## config.mk

```make
export PLATFORM = sky130hd
export DESIGN_NAME = ivl_timer
export DESIGN_NICKNAME = d
export VERILOG_FILES = /design/src/rtl/ivt_pkg.sv /design/src/rtl/ivt_regbank.sv /design/src/rtl/ivt_core.sv /design/src/rtl/ivt_irq.sv /design/src/rtl/ivl_timer.sv
export SDC_FILE = /design/constraint.sdc
export NUM_CORES = 1
export LEC_CHECK = 0
export ABC_AREA = 1
export ABC_CLOCK_PERIOD_IN_PS = 4000
export BUFFER_PORTS_ARGS = -buffer_cell sky130_fd_sc_hd__clkbuf_2
export CAP_MARGIN = 20
export CORE_MARGIN = 4
export CORE_UTILIZATION = 60
export CTS_CLUSTER_DIAMETER = 120
export DETAILED_ROUTE_END_ITERATION = 8
export PLACE_DENSITY = 0.85
export REMOVE_ABC_BUFFERS = 1
export SYNTH_ARGS = -nofsm -noshare
export SYNTH_HDL_FRONTEND = slang
export SYNTH_SLANG_ARGS = --single-unit
```

## constraint.sdc

```tcl
create_clock -name clk -period 4 [get_ports clk]
set_input_delay 0.2 -clock clk [delete_from_list [all_inputs] [get_ports clk]]
set_output_delay 0.2 -clock clk [all_outputs]
set_load 0.01 [all_outputs]
```

## src/rtl/ivt_pkg.sv

```systemverilog
// Shared definitions for the interval timer: register indices and the
// per-register write strobe bundle. Assumes an 8-entry register map.
package ivt_pkg;

    localparam int unsigned NUM_REGS = 8;
    localparam int unsigned WIN_MSB  = 11;   // top bit of the 4 KiB window

    typedef enum logic [2:0] {
        REG_ID    = 3'd0,
        REG_RUN   = 3'd1,
        REG_MODE  = 3'd2,
        REG_LIMIT = 3'd3,
        REG_COUNT = 3'd4,
        REG_IEN   = 3'd5,
        REG_ISTAT = 3'd6,
        REG_FREQ  = 3'd7
    } reg_idx_e;

    typedef struct packed {
        logic run;
        logic mode;
        logic limit;
        logic count;
        logic ien;
        logic istat;
    } wr_stb_t;

endpackage

```

## src/rtl/ivt_regbank.sv

```systemverilog
// Register decoder: turns a bus access into per-register write strobes,
// muxes read data and flags invalid accesses. Assumes ADDR_W >= 12 and
// a single-cycle access qualified by sel.
module ivt_regbank
    import ivt_pkg::*;
#(
    parameter int unsigned ADDR_W     = 32,
    parameter int unsigned DATA_W     = 32,
    parameter logic [DATA_W-1:0] ID_VALUE   = '0,
    parameter logic [DATA_W-1:0] FREQ_VALUE = '0
) (
    input  logic              clk,
    input  logic              rst_n,
    input  logic              sel,
    input  logic              we,
    input  logic [ADDR_W-1:0] addr,
    input  logic              run_q,
    input  logic              mode_q,
    input  logic [DATA_W-1:0] limit_q,
    input  logic [DATA_W-1:0] count_q,
    input  logic              ien_q,
    input  logic              istat_q,
    output wr_stb_t           stb,
    output logic [DATA_W-1:0] rdata,
    output logic              err
);

    localparam int unsigned IDX_W = WIN_MSB - 1;   // address bits 11..2

    logic [IDX_W-1:0] idx_full;
    logic [2:0]       idx;
    logic             in_range;
    logic             ro_write;
    logic             bad;
    logic             ok_wr;
    logic             unused_addr;

    assign idx_full    = addr[WIN_MSB:2];
    assign idx         = idx_full[2:0];
    assign in_range    = (idx_full < IDX_W'(NUM_REGS));
    assign ro_write    = we && ((idx == REG_ID) || (idx == REG_FREQ));
    assign bad         = !in_range || ro_write;
    assign ok_wr       = sel && we && !bad;
    assign unused_addr = ^{addr[ADDR_W-1:WIN_MSB+1], addr[1:0]};

    // Write strobes, one per writable register
    always_comb begin
        stb       = '0;
        stb.run   = ok_wr && (idx == REG_RUN);
        stb.mode  = ok_wr && (idx == REG_MODE);
        stb.limit = ok_wr && (idx == REG_LIMIT);
        stb.count = ok_wr && (idx == REG_COUNT);
        stb.ien   = ok_wr && (idx == REG_IEN);
        stb.istat = ok_wr && (idx == REG_ISTAT);
    end

    // Read data mux; zero for invalid indices
    always_comb begin
        rdata = '0;
        if (in_range) begin
            case (idx)
                REG_ID:    rdata = ID_VALUE;
                REG_RUN:   rdata = {{(DATA_W-1){1'b0}}, run_q};
                REG_MODE:  rdata = {{(DATA_W-1){1'b0}}, mode_q};
                REG_LIMIT: rdata = limit_q;
                REG_COUNT: rdata = count_q;
                REG_IEN:   rdata = {{(DATA_W-1){1'b0}}, ien_q};
                REG_ISTAT: rdata = {{(DATA_W-1){1'b0}}, istat_q};
                default:   rdata = FREQ_VALUE;
            endcase
        end
    end

    // Error strobe, registered one cycle after the bad access
    always_ff @(posedge clk) begin
        if (!rst_n) err <= 1'b0;
        else        err <= sel && bad;
    end

endmodule

```

## src/rtl/ivt_core.sv

```systemverilog
// Counter core: holds period, live count, run bit and mode, and raises
// a combinational expiry pulse. Assumes strobes are mutually exclusive.
module ivt_core
    import ivt_pkg::*;
#(
    parameter int unsigned DATA_W = 32
) (
    input  logic              clk,
    input  logic              rst_n,
    input  logic              tick,
    input  wr_stb_t           stb,
    input  logic [DATA_W-1:0] wdata,
    output logic [DATA_W-1:0] count_q,
    output logic [DATA_W-1:0] limit_q,
    output logic              run_q,
    output logic              mode_q,
    output logic              expire
);

    localparam logic [DATA_W-1:0] ONE = DATA_W'(1);

    logic cnt_written;
    logic step;

    assign cnt_written = stb.limit || stb.count;
    assign step        = run_q && tick && !cnt_written;
    assign expire      = step && (count_q == ONE) && (limit_q != '0);

    // Run bit: software write wins, else single-shot expiry clears it
    always_ff @(posedge clk) begin
        if (!rst_n)                 run_q <= 1'b0;
        else if (stb.run)           run_q <= |wdata;
        else if (expire && mode_q)  run_q <= 1'b0;
    end

    // Mode bit: 1 = single-shot
    always_ff @(posedge clk) begin
        if (!rst_n)        mode_q <= 1'b0;
        else if (stb.mode) mode_q <= |wdata;
    end

    // Period register
    always_ff @(posedge clk) begin
        if (!rst_n)         limit_q <= '0;
        else if (stb.limit) limit_q <= wdata;
    end

    // Live count: writes, then expiry reload, then plain decrement
    always_ff @(posedge clk) begin
        if (!rst_n)                      count_q <= '0;
        else if (cnt_written)            count_q <= wdata;
        else if (expire)                 count_q <= mode_q ? '0 : limit_q;
        else if (step && count_q != '0)  count_q <= count_q - ONE;
    end

endmodule

```

## src/rtl/ivt_irq.sv

```systemverilog
// Interrupt unit: sticky flag set by expiry, write-one-to-clear, gated
// by an enable bit. Set has priority over a same-cycle clear.
module ivt_irq
    import ivt_pkg::*;
(
    input  logic    clk,
    input  logic    rst_n,
    input  logic    expire,
    input  wr_stb_t stb,
    input  logic    wbit,
    output logic    ien_q,
    output logic    istat_q,
    output logic    irq
);

    // Interrupt enable bit
    always_ff @(posedge clk) begin
        if (!rst_n)       ien_q <= 1'b0;
        else if (stb.ien) ien_q <= wbit;
    end

    // Sticky flag with write-one-to-clear
    always_ff @(posedge clk) begin
        if (!rst_n) istat_q <= 1'b0;
        else        istat_q <= expire || (istat_q && !(stb.istat && wbit));
    end

    assign irq = ien_q && istat_q;

endmodule

```

## src/rtl/ivl_timer.sv

```systemverilog
// Top of the interval timer: wires the decoder, counter core and
// interrupt unit. Assumes one bus access per cycle and a synchronous
// active-low reset.
module ivl_timer
    import ivt_pkg::*;
#(
    parameter int unsigned ADDR_W     = 32,
    parameter int unsigned DATA_W     = 32,
    parameter logic [DATA_W-1:0] ID_VALUE   = DATA_W'(32'h7131_0A01),
    parameter logic [DATA_W-1:0] FREQ_VALUE = DATA_W'(32'd1_000_000)
) (
    input  logic              clk,
    input  logic              rst_n,
    input  logic              tick_en,
    input  logic              bus_sel,
    input  logic              bus_we,
    input  logic [ADDR_W-1:0] bus_addr,
    input  logic [DATA_W-1:0] bus_wdata,
    output logic [DATA_W-1:0] bus_rdata,
    output logic              bus_err,
    output logic              irq
);

    wr_stb_t           stb;
    logic [DATA_W-1:0] count_q;
    logic [DATA_W-1:0] limit_q;
    logic              run_q;
    logic              mode_q;
    logic              ien_q;
    logic              istat_q;
    logic              expire;

    ivt_regbank #(
        .ADDR_W(ADDR_W), .DATA_W(DATA_W),
        .ID_VALUE(ID_VALUE), .FREQ_VALUE(FREQ_VALUE)
    ) u_regs (
        .clk(clk), .rst_n(rst_n), .sel(bus_sel), .we(bus_we),
        .addr(bus_addr), .run_q(run_q), .mode_q(mode_q),
        .limit_q(limit_q), .count_q(count_q), .ien_q(ien_q),
        .istat_q(istat_q), .stb(stb), .rdata(bus_rdata), .err(bus_err)
    );

    ivt_core #(.DATA_W(DATA_W)) u_core (
        .clk(clk), .rst_n(rst_n), .tick(tick_en), .stb(stb),
        .wdata(bus_wdata), .count_q(count_q), .limit_q(limit_q),
        .run_q(run_q), .mode_q(mode_q), .expire(expire)
    );

    ivt_irq u_irq (
        .clk(clk), .rst_n(rst_n), .expire(expire), .stb(stb),
        .wbit(bus_wdata[0]), .ien_q(ien_q), .istat_q(istat_q), .irq(irq)
    );

endmodule

```

# --- Word level (Yosys, flattened, before mapping) ---
# Index checks and enable logic that the tools add are counted.
totals:
  reg_bits: 69
  in_bits: 69
  word_cells: 58
classes:
  n_reduce_logical: 33
  n_lt_le_gt_ge: 1
  n_eq_ne: 8
  muxes: 8
  n_addsub: 1
ops:
  columns: ["op", "n"]
  rows:
  - ["32-bit one-hot mux with 7 select lines", 1]
  - ["32-bit 2-to-1 mux", 5]
  - ["32-bit nonzero test", 2]
  - ["32-bit by 1-bit == test with 1-bit output (second input constant)", 1]
  - ["32-bit OR reduction", 1]
  - ["32-bit by 1-bit subtractor with 32-bit output (second input constant)", 1]
  - ["1-bit logical AND", 19]
  - ["3-bit == test (second input constant)", 4]
  - ["10-bit by 4-bit < comparator with 1-bit output (second input constant)", 1]
  - ["3-bit by 2-bit == test with 1-bit output (second input constant)", 2]
  - ["1-bit zero test", 4]
  - ["1-bit logical OR", 4]
  - ["3-bit by 1-bit == test with 1-bit output (second input constant)", 1]
  - ["3-bit zero test", 1]
  - ["3-bit nonzero test", 1]
  - ["1-bit 2-to-1 mux", 2]
  - ["2-bit nonzero test", 1]

# --- Depth between registers and ports, before layout ---
depth:
  ltp_word: 15
  ltp_mapped: 13
  ltp_nobuf: 12

# --- Cells and area by module ---
# Synthesis repeated with hierarchy kept, for this count alone.
hier_totals:
  cells_unflattened: 1028
  area_unflattened_um2: 5704.2
by_module_without_submodules:
  columns: ["mod", "n_inst", "cells_per_inst", "area_per_inst_um2"]
  rows:
  - ["ivt_core", 1, 817, 4750.8]
  - ["ivt_regbank", 1, 198, 865.8]
  - ["ivt_irq", 1, 13, 87.6]

# --- Worst setup path before layout ---
# Ideal clock, no wire load.
synth_path:
  path_kind: "reg-to-reg"
  from: "register u_core.count_q[1]"
  to: "register u_core.count_q[8]"
  slack_ns: 2.310
  path_stages_with_launch: 13
  arrival_time_ns: 1.563
  setup_ns: 0.128
  required_time_ns: 3.872
  path_cell_list: "dfxtp_1 > inv_1 > ha_1 > nand2_1 > nor2_1 > nand2_1 > nor2_2 > nand4_2 > buf_2 > nand3_1 > nand2_1 > nor2_1 > nor2_1"
synth_via:
  elab_chain_len: 5
  word_cells_on_any_way: 10
synth_rtl:
  columns: ["element", "line_no", "rtl"]
  rows:
  - ["from (decl)", "ivt_core.sv:13", "output logic [DATA_W-1:0] count_q,"]
  - ["from (signal assigned)", "ivt_core.sv:51", "else if (cnt_written) count_q <= wdata;"]
  - ["from (signal assigned)", "ivt_core.sv:52", "else if (expire) count_q <= mode_q ? '0 : limit_q;"]
  - ["from (signal assigned)", "ivt_core.sv:53", "else if (step && count_q != '0) count_q <= count_q - ONE;"]
  - ["branches (longest 5 deep; another with 32-bit by 1-bit subtractor with 32-bit output)", null, null]
# Parallel ways; which one is timed is not known. The select of a mux whose other input is x is not followed.
# A chain may end at the register's enable or synchronous reset.

# --- Final worst setup path ---
layout_path:
  from: "register u_core.count_q[15]"
  to: "register u_core.count_q[15]"
# Same word-level chain as after synthesis.

==> key figures <==
Floorplanning
  • Full die area: 0.0107 mm²
  • Die Ht: 103 µm
  • Core area: 0.00876 mm²
  • Num ports: 103
  • FP Rows: 34
  • Initial core utilization: 62.2%
  • Die W: 103 µm

Power and ir drop
  • Pwr Density: 231 mW/mm²
  • Clock power share: 44.3%
  • Int Power: 0.00106 W
  • Maximum vdd ir drop: 0.148 mV
  • Power share of the sequential group: 48.9%
  • Leakage: 3.12 nW
  • Switching Fraction: 24.9%
  • Sw power: 0.000350 W
  • Comb pwr share: 6.8%

Cells and area
  • Layout Nets: 1,096
  • P&R area growth vs syn: 11.5%
  • N_diodes: 0
  • Filler cell count: 824
  • Finished Layout Cells: 1,137
  • Final Core Density: 69.3%
  • Share of cells above drive strength 1: 13.0%

Critical path
  • Worst-path fanout max: 28
  • CP top delay family: simple AND/OR/NAND/NOR gates
  • Startpoint types: register
  • CP Capture Type: register
  • WS Path Type: reg2reg
  • Reg2Reg Depth: 11
  • Arrival @ worst endpoint: 2960 ps
  • CP max stage delay: 650 ps
  • Critical path cell sequence: nor2_1 > nand2_1 > nor2_4 > nand2_1 > nor2_2 > nand4_2 > buf_4 > nand2_1 > nand2_1 > nand2_1 > a21oi_1
  • Logic depth of the worst path, buffers included: 11
  • CP max-delay cell: nand4_2
  • Data required, critical path: 4240 ps
  • WP buf/inv: 1
  • CP most frequent cell: nand2_1

Routing
  • Iteration-0 DRC Markers: 471
  • Drt wl/cell: 15.2 µm
  • Pre-antenna DRT Iters: 5
  • DR vias/cell: 5.60
  • Vias: 6,362
  • Post-route DRC: 0
  • Routed WL: 17.3 mm
  • ANT nets after route: 0

Synthesis
  • Yosys warns: 0
  • Commonest cells post-synth: nand2_1, inv_1, nor2_1
  • Share of the synthesized area in the top cell type: 25.4%
  • Mapped Avg Cell Area: 5.65 µm²
  • Seq cells post-synth: 69
  • Syn Std Cell Area: 0.00545 mm²
  • Post-Synthesis Cells: 964
  • Most instantiated library cell after synthesis: nand2_1
  • Post-synth top area cell: dfxtp_1
  • Synth area leaders: dfxtp_1, nand2_1, inv_1, nor2_1, a21oi_1
  • Number of synthesized flops with an enable pin: 0
  • Register area share after synthesis: 25.4%
  • Main flop type after synthesis: dfxtp_1
  • Async S/R FF share, synth: 0%
  • Netlist cell types: 37

Place
  • DP Wirelength: 12.1 mm
  • Inst Count DP: 1,121
  • Input/output buffers: 80
  • RePlAce Congestion: 1.01

Job
  • # Max-Cap Violations: 0

Clock network
  • CTS tree: done
  • Clk_lat worst skew: 360 ps
  • Post-CTS resize count: 0
  • Clk sinks: 69
  • H-tree Lvls: 3
  • Setup bufs post-CTS: 0
  • CTS Buf Count: 9
  • Clock tree buffer depth: 2
  • Worst-path clk slew: 80 ps
  • Hold-fix buffers at CTS: 0
  • Cell chosen for the clock root: clkbuf_8

Global routing
  • Total Routing Usage GR: 33.0%
  • Pin count of the biggest net entering global routing: 41
  • Overflow after GRT: 0
  • Initial antenna violation count: 0
  • First-pass GRT wire length: 27.6 mm
  • Vias in the first global route: 5,557

Timing
  • Setup TNS: 0 ps
  • RSZ-0062 raised after global routing: false
  • Clock skew: 7.81 ps
  • Final hold vios: 0
  • Worst-margin pin slew: 979 ps
  • Worst hold slack: 51.2 ps
  • Fmax: 368 MHz
  • Slew Limit Fails: 0
  • Fin crit period: 2720 ps
  • Fin crit share: 68.0%
  • # setup viols final: 0
  • Slew headroom: 34.6%

Min path
  • Hold Path Class: in2reg
  • Hold Path Stages: 3

Outcome
  • Outcome: complete, no violations
-- power by group through the flow --
| stage | Combinational, W | Clock (W) | Sequential (W) |
|---|---|---|---|
| global placement | 0.0000918 | 0 | 0.000703 |
| global route | 0.000104 | 0.000648 | 0.000687 |
| finish | 0.0000954 | 0.000623 | 0.000687 |
| CTS | 0.0000929 | 0.000622 | 0.000687 |
| floorplan | 0.0000370 | 0 | 0.000704 |
| detailed placement | 0.0000925 | 0 | 0.000703 |
-- placed cells by master (no fill, tap or decap), types with 4 or more instances in the layout --
cell type  instances
clkbuf_2          80
nor2_4             4
nand2_1          288
nor4_1             6
a21oi_1           62
nor2_2            10
nor3_1            19
o21ai_0           46
nor2_1           136
buf_4             11
inv_1            141
dfxtp_1           69
xnor2_1            6
nand4_1           12
nand3_1           60
o22ai_1           11
nand3_2            4
xor2_1            20
clkbuf_8          12
o211ai_1           4
-- routing by layer --
metal | vias to the layer above | wire length, µm | GRT usage [%]
li1 | 3145 | - | -
met1 | 2790 | 7220 | 46.6
met2 | 380 | 7590 | 50.8
met3 | 47 | 2030 | 5.84
met4 | 0 | 478 | 11.5
met5 | - | 0 | 0
-- flip-flops by register name (all words and copies together) (netlist names) --
register	cells
u_irq.ien_q	1
u_core.count_q	32
u_regs.err	1
u_core.run_q	1
u_core.mode_q	1
u_core.limit_q	32
u_irq.istat_q	1
-- layout make-up --
cell class / instances / area, µm² / area share (%)
Clock buffer: 13 / 169 / 2.78
Clock inverter: 3 / 42.5 / 0.700
Inverter: 145 / 544 / 8.96
Multi-Input combinational cell: 708 / 3320 / 54.6
Sequential cell: 69 / 1380 / 22.7
Tap cell: 108 / 135 / 2.22
Timing Repair Buffer: 91 / 483 / 7.95
-- worst min-delay path: cells and delay by family --
| kind | cells | cell delay, ps |
|---|---|---|
| simple gates | 1 | 50 |
| compound gates | 1 | 30 |
| buf+inv | 1 | 90 |
-- final timing paths --
path,start,end,slack (ps)
min reg2reg,u_irq.istat_q,u_irq.istat_q,500
max,u_core.count_q[15],u_core.count_q[15],1280
min,bus_sel,u_regs.err,50
max reg2reg,u_core.count_q[15],u_core.count_q[15],1280
-- logic make-up (layout without fill, tap and decap cells) --
family          after synthesis  after routing  synth area share, %
simple gates                545            545                 42.3
buf+inv                     187            252                 13.8
compound gates              134            134                 13.7
flops                        69             69                 25.4
xor+xnor                     26             26                 4.18
fa+ha+maj                     3              3                0.689
-- through the flow --
| step | setup WS [ps] | area [µm²] | power, W |
|---|---|---|---|
| 3_3_place_gp | 1360 | 5860 | 0.000795 |
| 2_1_floorplan | 1760 | 5240 | 0.000741 |
| 6_report | 1280 | 6070 | 0.00141 |
| 5_1_grt | 1120 | 6070 | 0.00144 |
| 3_5_place_dp | 1370 | 5860 | 0.000796 |
| 4_1_cts | 1370 | 6070 | 0.00140 |
No activity file was read; power rests on OpenSTA's default activity.
